File: src/rtl/probe_pkg.sv
package probe_pkg;

   localparam int HDR_BYTES = 16;
   localparam int TBL_BYTES = 8;

   localparam logic [7:0] OP_ID      = 8'h9F;
   localparam logic [7:0] OP_WEN     = 8'h06;
   localparam logic [7:0] OP_UNPROT  = 8'h98;
   localparam logic [7:0] OP_STATUS  = 8'h05;
   localparam logic [7:0] OP_PARAM   = 8'h5A;
   localparam logic [7:0] ERASE4K_OP = 8'h20;

   typedef enum logic [2:0] {
      ST_ID, ST_WEN, ST_UNPROT, ST_STATUS, ST_HDR, ST_TBL, ST_OK, ST_BAD
   } step_t;

   function automatic logic [7:0] byte_at(input logic [HDR_BYTES*8-1:0] b, input int i);
      return b[8*i +: 8];
   endfunction

   function automatic logic hdr_valid(input logic [HDR_BYTES*8-1:0] b);
      return byte_at(b, 0) == 8'h53 && byte_at(b, 1) == 8'h46 &&
             byte_at(b, 2) == 8'h44 && byte_at(b, 3) == 8'h50 &&
             byte_at(b, 5) == 8'h01 && byte_at(b, 8) == 8'h00 &&
             byte_at(b, 10) == 8'h01;
   endfunction

   function automatic logic tbl_valid(input logic [HDR_BYTES*8-1:0] b);
      return byte_at(b, 0) [1:0] == 2'b01 && byte_at(b, 1) == ERASE4K_OP &&
             !byte_at(b, 2) [2] && !byte_at(b, 7) [7];
   endfunction

   function automatic logic [31:0] capacity_bytes(input logic [HDR_BYTES*8-1:0] b);
      logic [31:0] dens;
      dens = {byte_at(b, 7), byte_at(b, 6), byte_at(b, 5), byte_at(b, 4)};
      return (dens >> 3) + 32'd1;
   endfunction

endpackage

File: src/rtl/probe_spi_byte.sv
module probe_spi_byte #(
   parameter int HALF = 2
) (
   input  logic       clk,
   input  logic       rst_n,
   input  logic       start,
   input  logic [7:0] tx,
   input  logic       miso,
   output logic       sclk,
   output logic       mosi,
   output logic       done,
   output logic [7:0] rx
);
   localparam int CW = (HALF > 1) ? $clog2(HALF) : 1;

   logic [CW-1:0] cnt;
   logic [2:0]    bitn;
   logic          busy;
   logic [7:0]    tsh;

   always_ff @(posedge clk or negedge rst_n) begin
      if (!rst_n) begin
         cnt  <= '0;
         bitn <= '0;
         busy <= 1'b0;
         tsh  <= '0;
         sclk <= 1'b0;
         done <= 1'b0;
         rx   <= '0;
      end else begin
         done <= 1'b0;
         if (start && !busy) begin
            busy <= 1'b1;
            tsh  <= tx;
            cnt  <= '0;
            bitn <= '0;
            sclk <= 1'b0;
         end else if (busy) begin
            if (cnt == CW'(HALF - 1)) begin
               cnt <= '0;
               if (!sclk) begin
                  sclk <= 1'b1;
                  rx   <= {rx[6:0], miso};
               end else begin
                  sclk <= 1'b0;
                  if (bitn == 3'd7) begin
                     busy <= 1'b0;
                     done <= 1'b1;
                  end else begin
                     bitn <= bitn + 3'd1;
                     tsh  <= {tsh[6:0], 1'b0};
                  end
               end
            end else begin
               cnt <= cnt + 1'b1;
            end
         end
      end
   end

   assign mosi = tsh[7];
endmodule

File: src/rtl/probe_txn.sv
module probe_txn #(
   parameter int HALF  = 2,
   parameter int GAP   = 2,
   parameter int RDMAX = 16
) (
   input  logic                         clk,
   input  logic                         rst_n,
   input  logic                         start,
   input  logic [7:0]                   op,
   input  logic [23:0]                  addr,
   input  logic                         addr_en,
   input  logic [$clog2(RDMAX+1)-1:0]   n_read,
   input  logic                         miso,
   output logic                         cs_n,
   output logic                         sclk,
   output logic                         mosi,
   output logic                         rx_we,
   output logic [$clog2(RDMAX)-1:0]     rx_idx,
   output logic [7:0]                   rx_byte,
   output logic                         done
);
   localparam int NW = $clog2(RDMAX + 1);
   localparam int IW = $clog2(RDMAX);
   localparam int PW = $clog2(RDMAX + 6);
   localparam int GW = $clog2(GAP + 1);

   typedef enum logic [1:0] {T_IDLE, T_LOAD, T_WAIT, T_GAP} tstate_t;

   tstate_t       ts;
   logic [PW-1:0] pos, first_rx, last_pos;
   logic [7:0]    op_q, tx_b;
   logic [23:0]   addr_q;
   logic          aen_q;
   logic [NW-1:0] nrd_q;
   logic [GW-1:0] gcnt;
   logic          b_done;
   logic [7:0]    b_rx;

   assign first_rx = aen_q ? PW'(5) : PW'(1);
   assign last_pos = first_rx + PW'(nrd_q) - PW'(1);

   always_comb begin
      tx_b = 8'h00;
      if (pos == '0)                         tx_b = op_q;
      else if (aen_q && pos == PW'(1))       tx_b = addr_q[23:16];
      else if (aen_q && pos == PW'(2))       tx_b = addr_q[15:8];
      else if (aen_q && pos == PW'(3))       tx_b = addr_q[7:0];
   end

   probe_spi_byte #(.HALF(HALF)) u_byte (
      .clk(clk), .rst_n(rst_n), .start(ts == T_LOAD), .tx(tx_b), .miso(miso),
      .sclk(sclk), .mosi(mosi), .done(b_done), .rx(b_rx)
   );

   always_ff @(posedge clk or negedge rst_n) begin
      if (!rst_n) begin
         ts      <= T_IDLE;
         pos     <= '0;
         op_q    <= '0;
         addr_q  <= '0;
         aen_q   <= 1'b0;
         nrd_q   <= '0;
         gcnt    <= '0;
         cs_n    <= 1'b1;
         rx_we   <= 1'b0;
         rx_idx  <= '0;
         rx_byte <= '0;
         done    <= 1'b0;
      end else begin
         rx_we <= 1'b0;
         done  <= 1'b0;
         case (ts)
            T_IDLE: if (start) begin
               op_q   <= op;
               addr_q <= addr;
               aen_q  <= addr_en;
               nrd_q  <= n_read;
               pos    <= '0;
               cs_n   <= 1'b0;
               ts     <= T_LOAD;
            end
            T_LOAD: ts <= T_WAIT;
            T_WAIT: if (b_done) begin
               if (pos >= first_rx) begin
                  rx_we   <= 1'b1;
                  rx_idx  <= IW'(pos - first_rx);
                  rx_byte <= b_rx;
               end
               if (pos == last_pos) begin
                  cs_n <= 1'b1;
                  gcnt <= '0;
                  ts   <= T_GAP;
               end else begin
                  pos <= pos + PW'(1);
                  ts  <= T_LOAD;
               end
            end
            T_GAP: begin
               if (gcnt == GW'(GAP - 1)) begin
                  done <= 1'b1;
                  ts   <= T_IDLE;
               end else begin
                  gcnt <= gcnt + 1'b1;
               end
            end
            default: ts <= T_IDLE;
         endcase
      end
   end
endmodule

File: src/rtl/probe_capture.sv
module probe_capture #(
   parameter int DEPTH = 16
) (
   input  logic                     clk,
   input  logic                     rst_n,
   input  logic                     we,
   input  logic [$clog2(DEPTH)-1:0] idx,
   input  logic [7:0]               din,
   output logic [DEPTH*8-1:0]       flat
);
   for (genvar g = 0; g < DEPTH; g++) begin : g_ent
      always_ff @(posedge clk or negedge rst_n) begin
         if (!rst_n)
            flat[8*g +: 8] <= '0;
         else if (we && idx == ($clog2(DEPTH))'(g))
            flat[8*g +: 8] <= din;
      end
   end
endmodule

File: src/rtl/flash_probe_seq.sv
module flash_probe_seq
   import probe_pkg::*;
#(
   parameter int         CLK_HALF   = 2,
   parameter int         CS_GAP     = 2,
   parameter int         POLL_LIMIT = 1000,
   parameter logic [7:0] UNLOCK_ID  = 8'hBF
) (
   input  logic        clk,
   input  logic        rst_n,
   output logic        spi_cs_n,
   output logic        spi_sclk,
   output logic        spi_mosi,
   input  logic        spi_miso,
   output logic        ready,
   output logic        error,
   output logic [23:0] dev_id,
   output logic [31:0] dev_bytes
);
   localparam int NW  = $clog2(HDR_BYTES + 1);
   localparam int IW  = $clog2(HDR_BYTES);
   localparam int PCW = $clog2(POLL_LIMIT + 1);

   initial begin
      assert (CLK_HALF >= 1) else $error("CLK_HALF must be at least 1");
      assert (CS_GAP >= 1) else $error("CS_GAP must be at least 1");
      assert (POLL_LIMIT >= 1) else $error("POLL_LIMIT must be at least 1");
   end

   step_t                 st;
   logic                  issued;
   logic                  t_start, t_done, t_aen, rx_we;
   logic [7:0]            t_op, rx_byte;
   logic [23:0]           t_addr, tbl_ptr;
   logic [NW-1:0]         t_nrd;
   logic [IW-1:0]         rx_idx;
   logic [HDR_BYTES*8-1:0] cap;
   logic [PCW-1:0]        polls;

   always_comb begin
      t_op   = OP_ID;
      t_addr = '0;
      t_aen  = 1'b0;
      t_nrd  = '0;
      case (st)
         ST_ID:     begin t_op = OP_ID;     t_nrd = NW'(3); end
         ST_WEN:    t_op = OP_WEN;
         ST_UNPROT: t_op = OP_UNPROT;
         ST_STATUS: begin t_op = OP_STATUS; t_nrd = NW'(1); end
         ST_HDR:    begin t_op = OP_PARAM;  t_aen = 1'b1; t_nrd = NW'(HDR_BYTES); end
         ST_TBL:    begin t_op = OP_PARAM;  t_aen = 1'b1; t_addr = tbl_ptr; t_nrd = NW'(TBL_BYTES); end
         default:   ;
      endcase
   end

   assign t_start = !issued && st != ST_OK && st != ST_BAD;

   probe_txn #(.HALF(CLK_HALF), .GAP(CS_GAP), .RDMAX(HDR_BYTES)) u_txn (
      .clk(clk), .rst_n(rst_n), .start(t_start), .op(t_op), .addr(t_addr),
      .addr_en(t_aen), .n_read(t_nrd), .miso(spi_miso), .cs_n(spi_cs_n),
      .sclk(spi_sclk), .mosi(spi_mosi), .rx_we(rx_we), .rx_idx(rx_idx),
      .rx_byte(rx_byte), .done(t_done)
   );

   probe_capture #(.DEPTH(HDR_BYTES)) u_cap (
      .clk(clk), .rst_n(rst_n), .we(rx_we), .idx(rx_idx), .din(rx_byte), .flat(cap)
   );

   always_ff @(posedge clk or negedge rst_n) begin
      if (!rst_n) begin
         st        <= ST_ID;
         issued    <= 1'b0;
         polls     <= '0;
         tbl_ptr   <= '0;
         ready     <= 1'b0;
         error     <= 1'b0;
         dev_id    <= '0;
         dev_bytes <= '0;
      end else begin
         if (t_start) issued <= 1'b1;
         if (t_done) begin
            issued <= 1'b0;
            case (st)
               ST_ID: begin
                  dev_id <= {byte_at(cap, 0), byte_at(cap, 1), byte_at(cap, 2)};
                  st     <= (byte_at(cap, 0) == UNLOCK_ID) ? ST_WEN : ST_STATUS;
               end
               ST_WEN:    st <= ST_UNPROT;
               ST_UNPROT: st <= ST_STATUS;
               ST_STATUS: begin
                  if (!cap[0]) begin
                     st <= ST_HDR;
                  end else if (polls == PCW'(POLL_LIMIT - 1)) begin
                     st    <= ST_BAD;
                     error <= 1'b1;
                  end else begin
                     polls <= polls + 1'b1;
                  end
               end
               ST_HDR: begin
                  if (hdr_valid(cap)) begin
                     tbl_ptr <= {byte_at(cap, 14), byte_at(cap, 13), byte_at(cap, 12)};
                     st      <= ST_TBL;
                  end else begin
                     st    <= ST_BAD;
                     error <= 1'b1;
                  end
               end
               ST_TBL: begin
                  if (tbl_valid(cap)) begin
                     dev_bytes <= capacity_bytes(cap);
                     st        <= ST_OK;
                     ready     <= 1'b1;
                  end else begin
                     st    <= ST_BAD;
                     error <= 1'b1;
                  end
               end
               default: ;
            endcase
         end
      end
   end
endmodule

File: config.mk
export PLATFORM = sky130hd
export DESIGN_NAME = flash_probe_seq
export DESIGN_NICKNAME = d
export VERILOG_FILES = /design/src/rtl/probe_pkg.sv /design/src/rtl/probe_spi_byte.sv /design/src/rtl/probe_txn.sv /design/src/rtl/probe_capture.sv /design/src/rtl/flash_probe_seq.sv
export SDC_FILE = /design/constraint.sdc
export NUM_CORES = 1
export LEC_CHECK = 0
export ABC_CLOCK_PERIOD_IN_PS = 3150
export CORE_UTILIZATION = 50
export DETAILED_ROUTE_END_ITERATION = 10
export PLACE_DENSITY = 0.73
export SETUP_SLACK_MARGIN = 0.15
export SLEW_MARGIN = 20
export SYNTH_ARGS = -nofsm -noshare
export SYNTH_HDL_FRONTEND = slang
export SYNTH_SLANG_ARGS = --single-unit
File: constraint.sdc
create_clock -name clk -period 3.15 [get_ports clk]
set_clock_uncertainty 0.15 [all_clocks]
set_input_delay 0.63 -clock clk [delete_from_list [all_inputs] [get_ports clk]]
set_output_delay 0.63 -clock clk [all_outputs]
set_load 0.005 [all_outputs]
==> results by stage, run 1 <==
Outcome:
- The run finished with clean final reports.

Synthesis:
- The count of flip-flops with a built-in enable after synthesis is 0.
- By area the synthesized netlist is led by sky130_fd_sc_hd__dfrtp_1, sky130_fd_sc_hd__mux2_2, sky130_fd_sc_hd__nand2_1, sky130_fd_sc_hd__mux2_4, sky130_fd_sc_hd__xor2_1.
- Ranked by instance count, the synthesized netlist is headed by sky130_fd_sc_hd__dfrtp_1, sky130_fd_sc_hd__mux2_2, sky130_fd_sc_hd__nand2_1, sky130_fd_sc_hd__nand3_1.
- The distinct cell type count after synthesis is 65.
- The cell area after synthesis is 12000 sq um.
- The post-synthesis cell type with the largest combined area is sky130_fd_sc_hd__dfrtp_1.
- The async set or reset register ratio after synthesis is 1.00.
- The most common cell in the synthesized netlist is sky130_fd_sc_hd__dfrtp_1.
- The register bit count reported by yosys is 277.
- Of the post-synthesis cell area, the dominant cell type holds 0.576.
- The number of cells produced by synthesis is 978.
- For this run, the leading register cell type out of synthesis is sky130_fd_sc_hd__dfrtp_1.
- The Yosys step of the flow raised 0 warnings.
- Dividing the synthesized area by the synthesized cell count gives 12.3 sq um.
- The share of the Yosys chip area taken by registers is 0.578.

Route:
- The number of DRC violations after detailed-routing iteration 0 is 382.
- The first detailed-routing pass took 5 iterations.
- The post-detailed-route via-to-cell ratio is 5.58.
- In the final routed layout, each cell accounts on average for 18.3 um.
- The number of routed nets with antenna violations is 0.
- The number of vias after detailed routing is 7685.
- After detailed routing, the number of remaining DRC violations is 0.
- The total length of routed wires is 25200 um.

Setup path:
- The worst setup path is launched from a flip-flop.
- The startpoint of the worst-slack reg-to-reg timing path is st[2]$_DFFE_PN0P_.
- Data arrives at the worst endpoint at 2.84 ns.
- Traced cell by cell, the critical path runs through nor3b_1 -> nand4b_4 -> nor4_4 -> nand2_2 -> buf_4 -> mux2_4.
- The gate family responsible for the most delay along the worst path is simple AND/OR/NAND/NOR gates.
- For the worst flop-to-flop path, the logic depth is 6.
- For this run, the slowest stage of the critical path takes 0.66 ns.
- At the worst endpoint, the required time is 3.42 ns.
- The critical-path maximum fanout is 24.
- The count of buffer and inverter cells on the critical path is 1.
- The critical-path cell with the highest stage delay is sky130_fd_sc_hd__dfrtp_1.
- The type of the setup path with the least slack is flip-flop to flip-flop.
- The worst register-to-register path ends at tbl_ptr[17]$_DFFE_PN0P_.
- The kind of end point of the critical path is a flip-flop.
- The minimum setup slack among reg-to-reg paths is 0.58 ns.

Global route:
- The total routing resource utilization after global routing is 0.216.
- The pin count of the biggest net entering global routing is 72.
- The via count of the first global-routing pass is 7755.
- The first global-routing pass estimated 41800 um of wire.
- The initial antenna violation count is 0.
- Global routing finished with a remaining overflow of 0.

Hold path:
- Counting instances, the worst hold path has a depth of 2.
- The worst min-delay path category is flip-flop to flip-flop.
- For hold timing, the worst endpoint is u_txn.addr_q[17]$_DFFE_PN0P_.
- The hold path startpoint is u_txn.addr_q[17]$_DFFE_PN0P_.

Floorplanning:
- Measured along the y axis, the die boundary spans 157 um.
- The starting density of the core is 0.511.
- The die boundary width is 157 um.
- The placeable core region is 23500 sq um.
- The number of cell rows is 56.
- The area enclosed by the die boundary is 24600 sq um.
- The top-level I/O count is 64.

Placement:
- The congestion estimate from routability-driven global placement came to 0.855.
- Detailed placement ended at an HPWL of 16500 um.
- The number of buffer cells added on primary ports is 61.

Timing:
- Setup repair after global routing left no endpoint under its margin.
- The worst pin sits at a relative slew slack of 0.386.
- Final hold analysis gives a worst-case slack of 0.324 ns.
- In the finished design, the share of the clock period the worst path needs comes to 0.817.
- Adding up every negative setup slack in the final design gives 0 ns.
- For the pin with the worst max-slew slack, the measured transition is 0.914 ns.
- The routed design could run at a clock period as short as 2.57 ns.
- The number of endpoints with negative hold slack in the final report is 0.
- The final-report max-slew violation count is 0.
- The setup-violating endpoint count in the final report is 0.
- The maximum clock frequency is 0.388 GHz.

Clock tree:
- The buffer depth of the longest clock path is 3.
- Clock-pin slew was measured on the worst setup and hold paths at 0.06 ns.
- The total number of H-tree levels is 1.
- Clock latency on the worst-skew pair, taken at its later pin, is 0.54 ns.
- The number of clock sinks is 277.
- Clock tree synthesis selected as its root buffer the cell sky130_fd_sc_hd__clkbuf_16.
- The number of resized instances in the post-cts repair step is 0.
- TritonCTS created 28 clock buffers.
- TritonCTS built the clock tree.

Flow run:
- The tool flagged a number of max-cap violations equal to 0.

Pwr:
- The worst-case vdd ir drop is 376 uV.
- In this run the static leakage power is 6.82 nW.
- After layout, the design draws a total of 7.35 mW.
- The power density over the cells is 524 nW/um^2.

Layout:
- Of the cells placed in the final design, the portion with a size suffix greater than 1 is 0.236.
- In the final design database the tool counted 1051 nets.
- The area growth from synthesis to layout is 17.0%.
- The total inserted antenna cells is 0.
## routing by layer
layer	track usage	vias to the layer above	wire, um
met5	0	-	0
met2	0.349	147	12100
met3	0.0294	42	965
li1	-	3578	-
met1	0.304	3918	11500
met4	0.0616	0	571
## where the power goes
part           switching [mW]  internal [mW]
combinational          0.0706         0.0158
clock                    1.36           2.33
sequential            0.00375           3.56
total                    1.44           5.91
## kinds of logic after synthesis
group                      Yosys count  synth area share
muxes                              182             0.176
adders and majority gates           11            0.0115
AOI/OAI and AO/OA                   98            0.0529
other                                1          0.000313
buffers and inverters               64            0.0222
xor gates and xnor gates            44            0.0321
and+or+nand+nor                    301             0.127
DFF                                277             0.578
## timing repair
| action | CTS | global route |
|---|---|---|
| buffers inserted | 0 | 0 |
| hold endpoints to repair | 60 | 0 |
| hold buffers | 1 | 0 |
## through the flow
step / utilization / cell area [sq um] / std cells / worst slack, ns
finish: 0.598 / 14000 / 1378 / 0.575
global route: 0.598 / 14000 / 1378 / 0.446
CTS: 0.598 / 14000 / 1378 / 0.594
detailed placement: 0.553 / 13000 / 1325 / 0.645
global placement: 0.553 / 13000 / 1325 / 0.713
floorplan: - / 12000 / 979 / 0.907
## placed cells by master, fill, tap and decap left out, types with 4 or more instances in the layout
cell type                         count
sky130_fd_sc_hd__mux2_2             150
sky130_fd_sc_hd__xor2_1              28
sky130_fd_sc_hd__clkinv_2             6
sky130_fd_sc_hd__a21o_1               6
sky130_fd_sc_hd__and2_1               7
sky130_fd_sc_hd__dfrtp_1            276
sky130_fd_sc_hd__ha_1                11
sky130_fd_sc_hd__nor2_1              40
sky130_fd_sc_hd__mux2_4              20
sky130_fd_sc_hd__and4_1               4
sky130_fd_sc_hd__a22oi_1              5
sky130_fd_sc_hd__mux2i_1             12
sky130_fd_sc_hd__nor3_1               7
sky130_fd_sc_hd__nand4_1             18
sky130_fd_sc_hd__a21oi_1             16
sky130_fd_sc_hd__clkbuf_1             4
sky130_fd_sc_hd__clkdlybuf4s50_1     60
sky130_fd_sc_hd__inv_1               13
sky130_fd_sc_hd__bufinv_16            6
sky130_fd_sc_hd__nand2_1            121
sky130_fd_sc_hd__xnor2_1             16
sky130_fd_sc_hd__nand2b_1             4
sky130_fd_sc_hd__a31oi_1              4
sky130_fd_sc_hd__o21ai_0             34
sky130_fd_sc_hd__buf_4               14
sky130_fd_sc_hd__clkbuf_16           29
sky130_fd_sc_hd__a221oi_1             5
sky130_fd_sc_hd__nor4_1               7
sky130_fd_sc_hd__and3_1              13
sky130_fd_sc_hd__nor2b_1              5
sky130_fd_sc_hd__nand3_1             44
sky130_fd_sc_hd__clkbuf_8             7
sky130_fd_sc_hd__o31ai_1              5
## how the worst max path moves through the flow
| stage | from | endpoint | slack [ns] | cells after the start |
|---|---|---|---|---|
| 3_5_place_dp | st[2]$_DFFE_PN0P_ | tbl_ptr[4]$_DFFE_PN0P_ | 0.64 | 6 |
| 2_1_floorplan | u_cap.flat[8]$_DFFE_PN0P_ | tbl_ptr[0]$_DFFE_PN0P_ | 0.91 | 6 |
| 3_3_place_gp | st[2]$_DFFE_PN0P_ | tbl_ptr[21]$_DFFE_PN0P_ | 0.71 | 6 |
| 6_report | st[2]$_DFFE_PN0P_ | tbl_ptr[17]$_DFFE_PN0P_ | 0.58 | 6 |
| 5_1_grt | st[2]$_DFFE_PN0P_ | tbl_ptr[17]$_DFFE_PN0P_ | 0.45 | 6 |
| 4_1_cts | st[2]$_DFFE_PN0P_ | tbl_ptr[17]$_DFFE_PN0P_ | 0.59 | 6 |
## state kept, by name, indices dropped and copies added (netlist names), 2 cells and up
signal	flops
u_cap.flat	101
u_txn.addr_q	24
u_txn.rx_idx	4
u_txn.ts	2
u_txn.op_q	6
u_txn.gcnt	2
tbl_ptr	24
dev_id	24
u_txn.rx_byte	8
u_txn.nrd_q	4
polls	10
dev_bytes	30
st	3
u_txn.u_byte.bitn	3
u_txn.pos	5
u_txn.u_byte.rx	8
u_txn.u_byte.tsh	8
## worst reg2reg max path: cells and delay by family, from the launching register on
kind,cells,cell delay (ns)
buffers and inverters,1,0.26
flip-flops,1,0.66
multiplexers,1,0.38
AND/OR/NAND/NOR,4,1.00
## area by class of cell
type | instances | area (sq um)
inverters | 13 | 48.8
clock buffers | 40 | 837
flip-flops and latches | 277 | 6930
fillers | 1858 | 9440
well taps | 319 | 399
clock inverters | 12 | 210
repair buffers | 79 | 791
multi-input cells | 638 | 4810
(Power assumes the default switching activity.)
==> inputs of run 2 (changes only) <==
--- a/config.mk
+++ b/config.mk
@@ -5,10 +5,10 @@
 export SDC_FILE = /design/constraint.sdc
 export NUM_CORES = 1
 export LEC_CHECK = 0
-export ABC_CLOCK_PERIOD_IN_PS = 3150
+export ABC_CLOCK_PERIOD_IN_PS = 2100
 export CORE_UTILIZATION = 50
 export DETAILED_ROUTE_END_ITERATION = 10
-export PLACE_DENSITY = 0.73
+export PLACE_DENSITY = 0.76
 export SETUP_SLACK_MARGIN = 0.15
 export SLEW_MARGIN = 20
 export SYNTH_ARGS = -nofsm -noshare
==> constraint.sdc (replaced) <==
create_clock -name clk -period 2.1 [get_ports clk]
set_clock_uncertainty 0.15 [all_clocks]
set_input_delay 0.42 -clock clk [delete_from_list [all_inputs] [get_ports clk]]
set_output_delay 0.42 -clock clk [all_outputs]
set_load 0.005 [all_outputs]
==> results by stage, run 2 (synthesis results as in run 1) <==
Clock tree:
- TritonCTS built the clock tree.
- The number of clock sinks is 277.
- The number of clock buffers added by TritonCTS is 29.
- The total number of H-tree levels is 1.
- The buffer depth of the longest clock path is 3.
- After clock tree synthesis, the clock-pin slew on the worst setup and hold paths is 0.06 ns.
- The cell chosen for the clock root is sky130_fd_sc_hd__clkbuf_16.
- The insertion delay of the later-clocked pin in the worst-skew pair is 0.54 ns.

Timing:
- Setup repair after global routing could not meet its margin everywhere.
- The tightest hold path in the finished design has a slack of 0.272 ns.
- For the pin with the worst max-slew slack, the measured transition is 0.724 ns.
- The relative slew slack is 0.518.
- For the finished layout, the period the worst path requires is 2.23 ns.
- The number of endpoints with negative hold slack in the final report is 0.
- The setup slack after layout is -0.130 ns.
- The maximum clock frequency is 0.448 GHz.
- The setup-violating endpoint count in the final report is 54.
- Of the available clock period, the critical path in the final layout requires 1.06.
- The final-report max-slew violation count came to 0.

Layout:
- The multi-input logic area is 5150 sq um.
- Leaving out fill and tap cells, the most frequent cells in the layout are sky130_fd_sc_hd__dfrtp_1, sky130_fd_sc_hd__mux2_2, sky130_fd_sc_hd__nand2_1, sky130_fd_sc_hd__buf_4, sky130_fd_sc_hd__dlygate4sd2_1.
- The register containing the most flip-flops in the final layout is u_cap.flat.
- Leaving out fill and tap cells, the most frequent cell in the layout is sky130_fd_sc_hd__dfrtp_1.
- The register with the most flip-flops in the layout has 101 of them.
- The largest registers in the layout are u_cap.flat (101), dev_bytes (30).
- From synthesis to final layout, the design area changed by 28.8%.
- The total inserted antenna cells is 0.
- The final layout net count is 1170.
- The layout has 1675 filler cells.
- Registers take 6940 sq um.
- The final core utilization is 0.658.
- Of the cells placed in the final design, the portion with a size suffix greater than 1 is 0.351.

Route:
- The total length of routed wires is 28700 um.
- In the final routed layout, each cell accounts on average for 19.1 um.
- After detailed routing, the number of remaining DRC violations is 0.
- In the routed layout, each cell is associated on average with a via count of 5.54.
- The first routing iteration left 454 violations.
- The number of vias after detailed routing is 8299.
- The number of routed nets with antenna violations is 0.
- The pre-antenna-repair detailed-routing pass consisted of 7 iterations.

Flow run:
- Across the run, the number of max-cap violations was 0.

Global route:
- In the global route stage, overall resource usage came out at 0.229.
- The global-route wire length before repair is 44200 um.
- Summed over all layers, the global routing overflow is 0.
- The initial antenna violation count came to 0.
- Entering global routing, the biggest net connects 62 pins.
- The via count of the first global-routing pass is 8285.

Floorplanning:
- Measured along the x axis, the die boundary spans 157 um.
- Row generation in the floorplan step produced 56 rows.
- The initial utilization of the core area, before any placement, comes to 0.511.
- From bottom edge to top edge, the die measures 157 um.
- The placeable core region is 23500 sq um.
- The area enclosed by the die boundary is 24600 sq um.
- The top-level I/O count is 64.

Pwr:
- For this design the static power due to leakage is 7.88 nW.
- The worst-case vdd ir drop is 551 uV.
- Dividing total power by cell area gives a power density of 684 nW/um^2.

Placement:
- After legalization and detailed placement, the total HPWL measured 17600 um.
- The number of buffer cells added on primary ports is 61.
- The final weighted congestion in routability-driven placement is 0.828.

Setup path:
- The type of the setup path with the least slack is flip-flop to flip-flop.
- The type of origin of the critical path is a flip-flop.
- The arrival time at the worst endpoint is 2.48 ns.
- The worst path required time is 2.36 ns.
- Of all nets on the critical path, the largest fanout is 24.
- The worst setup path is captured at a flip-flop.

Outcome:
- The final reports fail on negative setup slack.
- The flow ran to the end, but the final reports show violations.

Hold path:
- The worst hold path belongs to the class primary input to asynchronous set/reset pin.
[run 2: what timing repair did]
| item | CTS | global route |
|---|---|---|
| endpoints found under the hold margin | 53 | 0 |
| setup buffers | 24 | 23 |
| hold buffers | 1 | 0 |
| endpoints found under the setup margin | 162 | 153 |
| cloned | 2 | 6 |
| pin swaps | 5 | 23 |
| gates resized for setup | 90 | 85 |
[run 2: worst max-delay path, stage by stage (launching register included)]
cell	delay [ns]
sky130_fd_sc_hd__dfrtp_1	0.38
sky130_fd_sc_hd__or4_4	0.55
sky130_fd_sc_hd__nand4b_4	0.20
sky130_fd_sc_hd__nor4_4	0.20
sky130_fd_sc_hd__nand2_2	0.10
sky130_fd_sc_hd__buf_12	0.19
sky130_fd_sc_hd__mux2_4	0.32
[run 2: report_power, final]
part | internal [mW] | switching (mW)
Clock | 3.00 | 2.07
Combinational | 0.0313 | 0.110
Sequential | 5.35 | 0.00628
[run 2: final timing paths]
path,startpoint,end,slack (ns),cells after the start
min reg2reg,ready$_DFFE_PN0P_,ready$_DFFE_PN0P_,0.31,1
min,rst_n,u_txn.u_byte.busy$_DFF_PN0_,0.27,2
min in group clk,ready$_DFFE_PN0P_,ready$_DFFE_PN0P_,0.31,1
max in group asynchronous,rst_n,dev_id[4]$_DFFE_PN0P_,0.75,3
max,u_cap.flat[8]$_DFFE_PN0P_,tbl_ptr[2]$_DFFE_PN0P_,-0.13,6
max reg2reg,u_cap.flat[8]$_DFFE_PN0P_,tbl_ptr[2]$_DFFE_PN0P_,-0.13,6
[run 2: final cells by class]
type,count,share of cell area
flip-flops and latches,277,0.449
multi-input cells,638,0.334
repair buffers,197,0.126
clock buffers,42,0.0566
well taps,319,0.0258
clock inverters,11,0.00551
inverters,13,0.00316
[run 2: layer usage]
metal | part of all wire | vias up | global-route usage
met1 | 0.44 | 4248 | 0.321
li1 | - | 3821 | -
met3 | 0.039 | 50 | 0.0244
met4 | 0.022 | 0 | 0.0658
met2 | 0.50 | 180 | 0.378
met5 | 0 | - | 0
[run 2: metrics by stage]
step / setup slack (ns) / setup TNS, ns / area [sq um] / std cells / power, mW
6_report: -0.130 / -5.30 / 15400 / 1497 / 10.6
5_1_grt: -0.222 / -9.44 / 15400 / 1497 / 10.9
4_1_cts: -0.129 / -3.60 / 14800 / 1468 / 10.6
3_5_place_dp: -0.113 / -4.19 / 13600 / 1388 / 5.59
3_3_place_gp: -0.0699 / -2.67 / 13600 / 1388 / 5.59
2_1_floorplan: -0.0689 / -1.38 / 12000 / 979 / 5.46
==> inputs of run 3 (changes only) <==
--- a/config.mk
+++ b/config.mk
@@ -8,7 +8,7 @@
 export ABC_CLOCK_PERIOD_IN_PS = 2100
 export CORE_UTILIZATION = 50
 export DETAILED_ROUTE_END_ITERATION = 10
-export PLACE_DENSITY = 0.76
+export PLACE_DENSITY = 0.71
 export SETUP_SLACK_MARGIN = 0.15
 export SLEW_MARGIN = 20
 export SYNTH_ARGS = -nofsm -noshare
==> results by stage, run 3 (synthesis results as in run 1) <==
Outcome:
- The flow ran to the end, but the final reports show violations.
- The checks that failed: negative setup slack.

Route:
- The number of iterations in the first detailed-routing pass is 5.
- The detailed router finished its first iteration with 499 violations.
- The final route contains 8259 vias.
- The post-detailed-route via-to-cell ratio is 5.54.
- The average detailed-routed wire length per instance is 18.9 um.
- For this run, design rule violations remaining after detail routing come to 0.
- Wires add up to 28300 um.
- The number of routed nets with antenna violations is 0.

Timing:
- The maximum clock frequency is 0.452 GHz.
- Final hold analysis gives a worst-case slack of 0.197 ns.
- Setup violations remaining at the end of the flow were counted as 24.
- The number of endpoints with negative hold slack in the final report is 0.
- The final-report max-slew violation count came to 0.
- The worst path in the final design needs a cycle of 2.21 ns, including I/O delays and setup.
- The transition at the pin with the smallest max-transition slack is 0.721 ns.
- Setup repair after global routing could not meet its margin everywhere.
- The setup slack after layout is -0.110 ns.
- Setup total negative slack on the finished layout was measured at -2.21 ns.
- Of the available clock period, the critical path in the final layout requires 1.05.
- The relative slew slack is 0.520.

Layout:
- The register with the most flip-flops in the final layout is u_cap.flat.
- In the layout the commonest cells are sky130_fd_sc_hd__dfrtp_1, sky130_fd_sc_hd__mux2_2, sky130_fd_sc_hd__nand2_1, sky130_fd_sc_hd__buf_4, sky130_fd_sc_hd__dlygate4sd2_1.
- In the final layout, the share of cells above drive strength 1 is 0.364.
- The register with the most flip-flops in the layout has 101 of them.
- In the final layout, the registers with the most flip-flops are u_cap.flat (101), dev_bytes (30).
- The total inserted antenna cells is 0.
- From synthesis to final layout, the design area changed by 30.0%.
- The net count of the finished layout is 1164.
- The library cell used most frequently in the layout, excluding fill and tap cells, is sky130_fd_sc_hd__dfrtp_1.

Setup path:
- STA puts the critical path data arrival time at 2.49 ns.
- The startpoint of the worst-slack reg-to-reg timing path is u_cap.flat[8]$_DFFE_PN0P_.
- The worst path required time is 2.38 ns.
- The number of cells on the worst reg-to-reg path is 6.
- The capture instance of the worst register-to-register path is tbl_ptr[20]$_DFFE_PN0P_.
- The source of the critical timing path is u_cap.flat[8]$_DFFE_PN0P_.
- Following the worst setup path forward leads to its endpoint at tbl_ptr[20]$_DFFE_PN0P_.
- STA classifies the critical path endpoint as a flip-flop.
- The type of origin of the critical path is a flip-flop.
- The type of the setup path with the least slack is flip-flop to flip-flop.
- The critical-path maximum fanout is 24.
- In this run the register-to-register setup slack is -0.11 ns.

Global route:
- Entering global routing, the biggest net connects 67 pins.
- The first global-routing pass estimated 44300 um of wire.
- The total routing resource utilization after global routing is 0.230.
- After global routing the overflow that remains totals 0.
- The initial antenna violation count is 0.
- The via count of the first global-routing pass came to 8170.

Clock tree:
- The total number of H-tree levels is 1.
- The number of clock buffers inserted by TritonCTS is 30.
- Clock-pin slew was measured on the worst setup and hold paths at 0.06 ns.
- Counting along the longest clock path gives a buffer depth of 3.
- Clock latency on the worst-skew pair, taken at its later pin, is 0.55 ns.
- The TritonCTS clock tree is yes.
- Counting every sink on the clock net gives 277.
- The cell chosen for the clock root is sky130_fd_sc_hd__clkbuf_16.

Placement:
- The final weighted congestion in routability-driven placement is 0.827.
- The number of buffer cells added on primary ports is 61.
- Detailed placement finished with a half-perimeter wire length of 17600 um.

Pwr:
- IR analysis of the VDD net gives a maximum drop of 584 uV.
- The power density over the cells is 716 nW/um^2.
- The analysis attributes to cell leakage a power of 7.89 nW.

Floorplanning:
- The floorplan step defined a core boundary enclosing 23500 sq um.
- The height of the die is 157 um.
- For this configuration, the core starts out at a cell density of 0.511.
- The top-level I/O count is 64.
- The floorplan has 56 rows.
- The area enclosed by the die boundary is 24600 sq um.
- The die is 157 um wide.

Flow run:
- Across the run, the number of max-cap violations was 0.

Hold path:
- The worst min-delay path category is primary input to asynchronous set/reset pin.
[run 3: worst max-delay path, cell delays in order, from the launching register on]
cell,delay (ns)
sky130_fd_sc_hd__dfrtp_1,0.38
sky130_fd_sc_hd__or4_4,0.57
sky130_fd_sc_hd__nand4b_4,0.20
sky130_fd_sc_hd__nor4_4,0.17
sky130_fd_sc_hd__nand2_2,0.10
sky130_fd_sc_hd__buf_12,0.19
sky130_fd_sc_hd__mux2_4,0.31
[run 3: layout make-up]
cell class / count / area, sq um
fill: 1690 / 7880
sequential: 277 / 6940
multi-input combinational: 638 / 5290
timing repair buffer: 190 / 1830
clock buffer: 45 / 908
tap: 319 / 399
clock inverter: 10 / 179
inverter: 13 / 48.8
[run 3: worst min-delay path by stage]
stage	start	to	slack [ns]	cells past startpoint
after floorplan	rst_n	dev_bytes[0]$_DFFE_PN0P_	-0.03	0
after global routing	rst_n	u_txn.addr_q[18]$_DFFE_PN0P_	0.23	2
after CTS	rst_n	u_txn.u_byte.tsh[3]$_DFFE_PN0P_	0.20	2
final	rst_n	u_txn.addr_q[18]$_DFFE_PN0P_	0.20	2
after global placement	rst_n	u_txn.u_byte.tsh[3]$_DFFE_PN0P_	0.18	1
after detailed placement	rst_n	u_txn.u_byte.tsh[4]$_DFFE_PN0P_	0.18	1
[run 3: what timing repair did]
action	in CTS	in global routing
hold endpoints to repair	191	0
cloned	3	4
pin swaps	10	23
gates resized for setup	117	105
endpoints found under the setup margin	159	139
buffers inserted	21	14
hold buffers	1	0
[run 3: power breakdown]
part           internal (mW)  switching (mW)  leakage, nW
registers               5.35         0.00591         3.77
clock network           3.58            2.08        0.537
logic                 0.0337           0.111         3.58
total                   8.96            2.20         7.89
[run 3: through the flow]
step           total power [mW]  utilization  setup WS (ns)  area [sq um]  cells
2_1_floorplan              5.46            -        -0.0689         12000    979
3_3_place_gp               5.60        0.580         -0.155         13600   1395
3_5_place_dp               5.60        0.580         -0.193         13600   1395
4_1_cts                    11.3        0.641         -0.110         15000   1475
5_1_grt                    11.5        0.664         -0.216         15600   1492
6_report                   11.2        0.664         -0.110         15600   1492
[run 3: metal layers]
metal | vias up | track usage | wire length (um)
li1 | 3814 | - | -
met1 | 4244 | 0.329 | 13000
met2 | 146 | 0.371 | 13600
met3 | 55 | 0.0296 | 990
met4 | 0 | 0.0607 | 667
met5 | - | 0 | 0
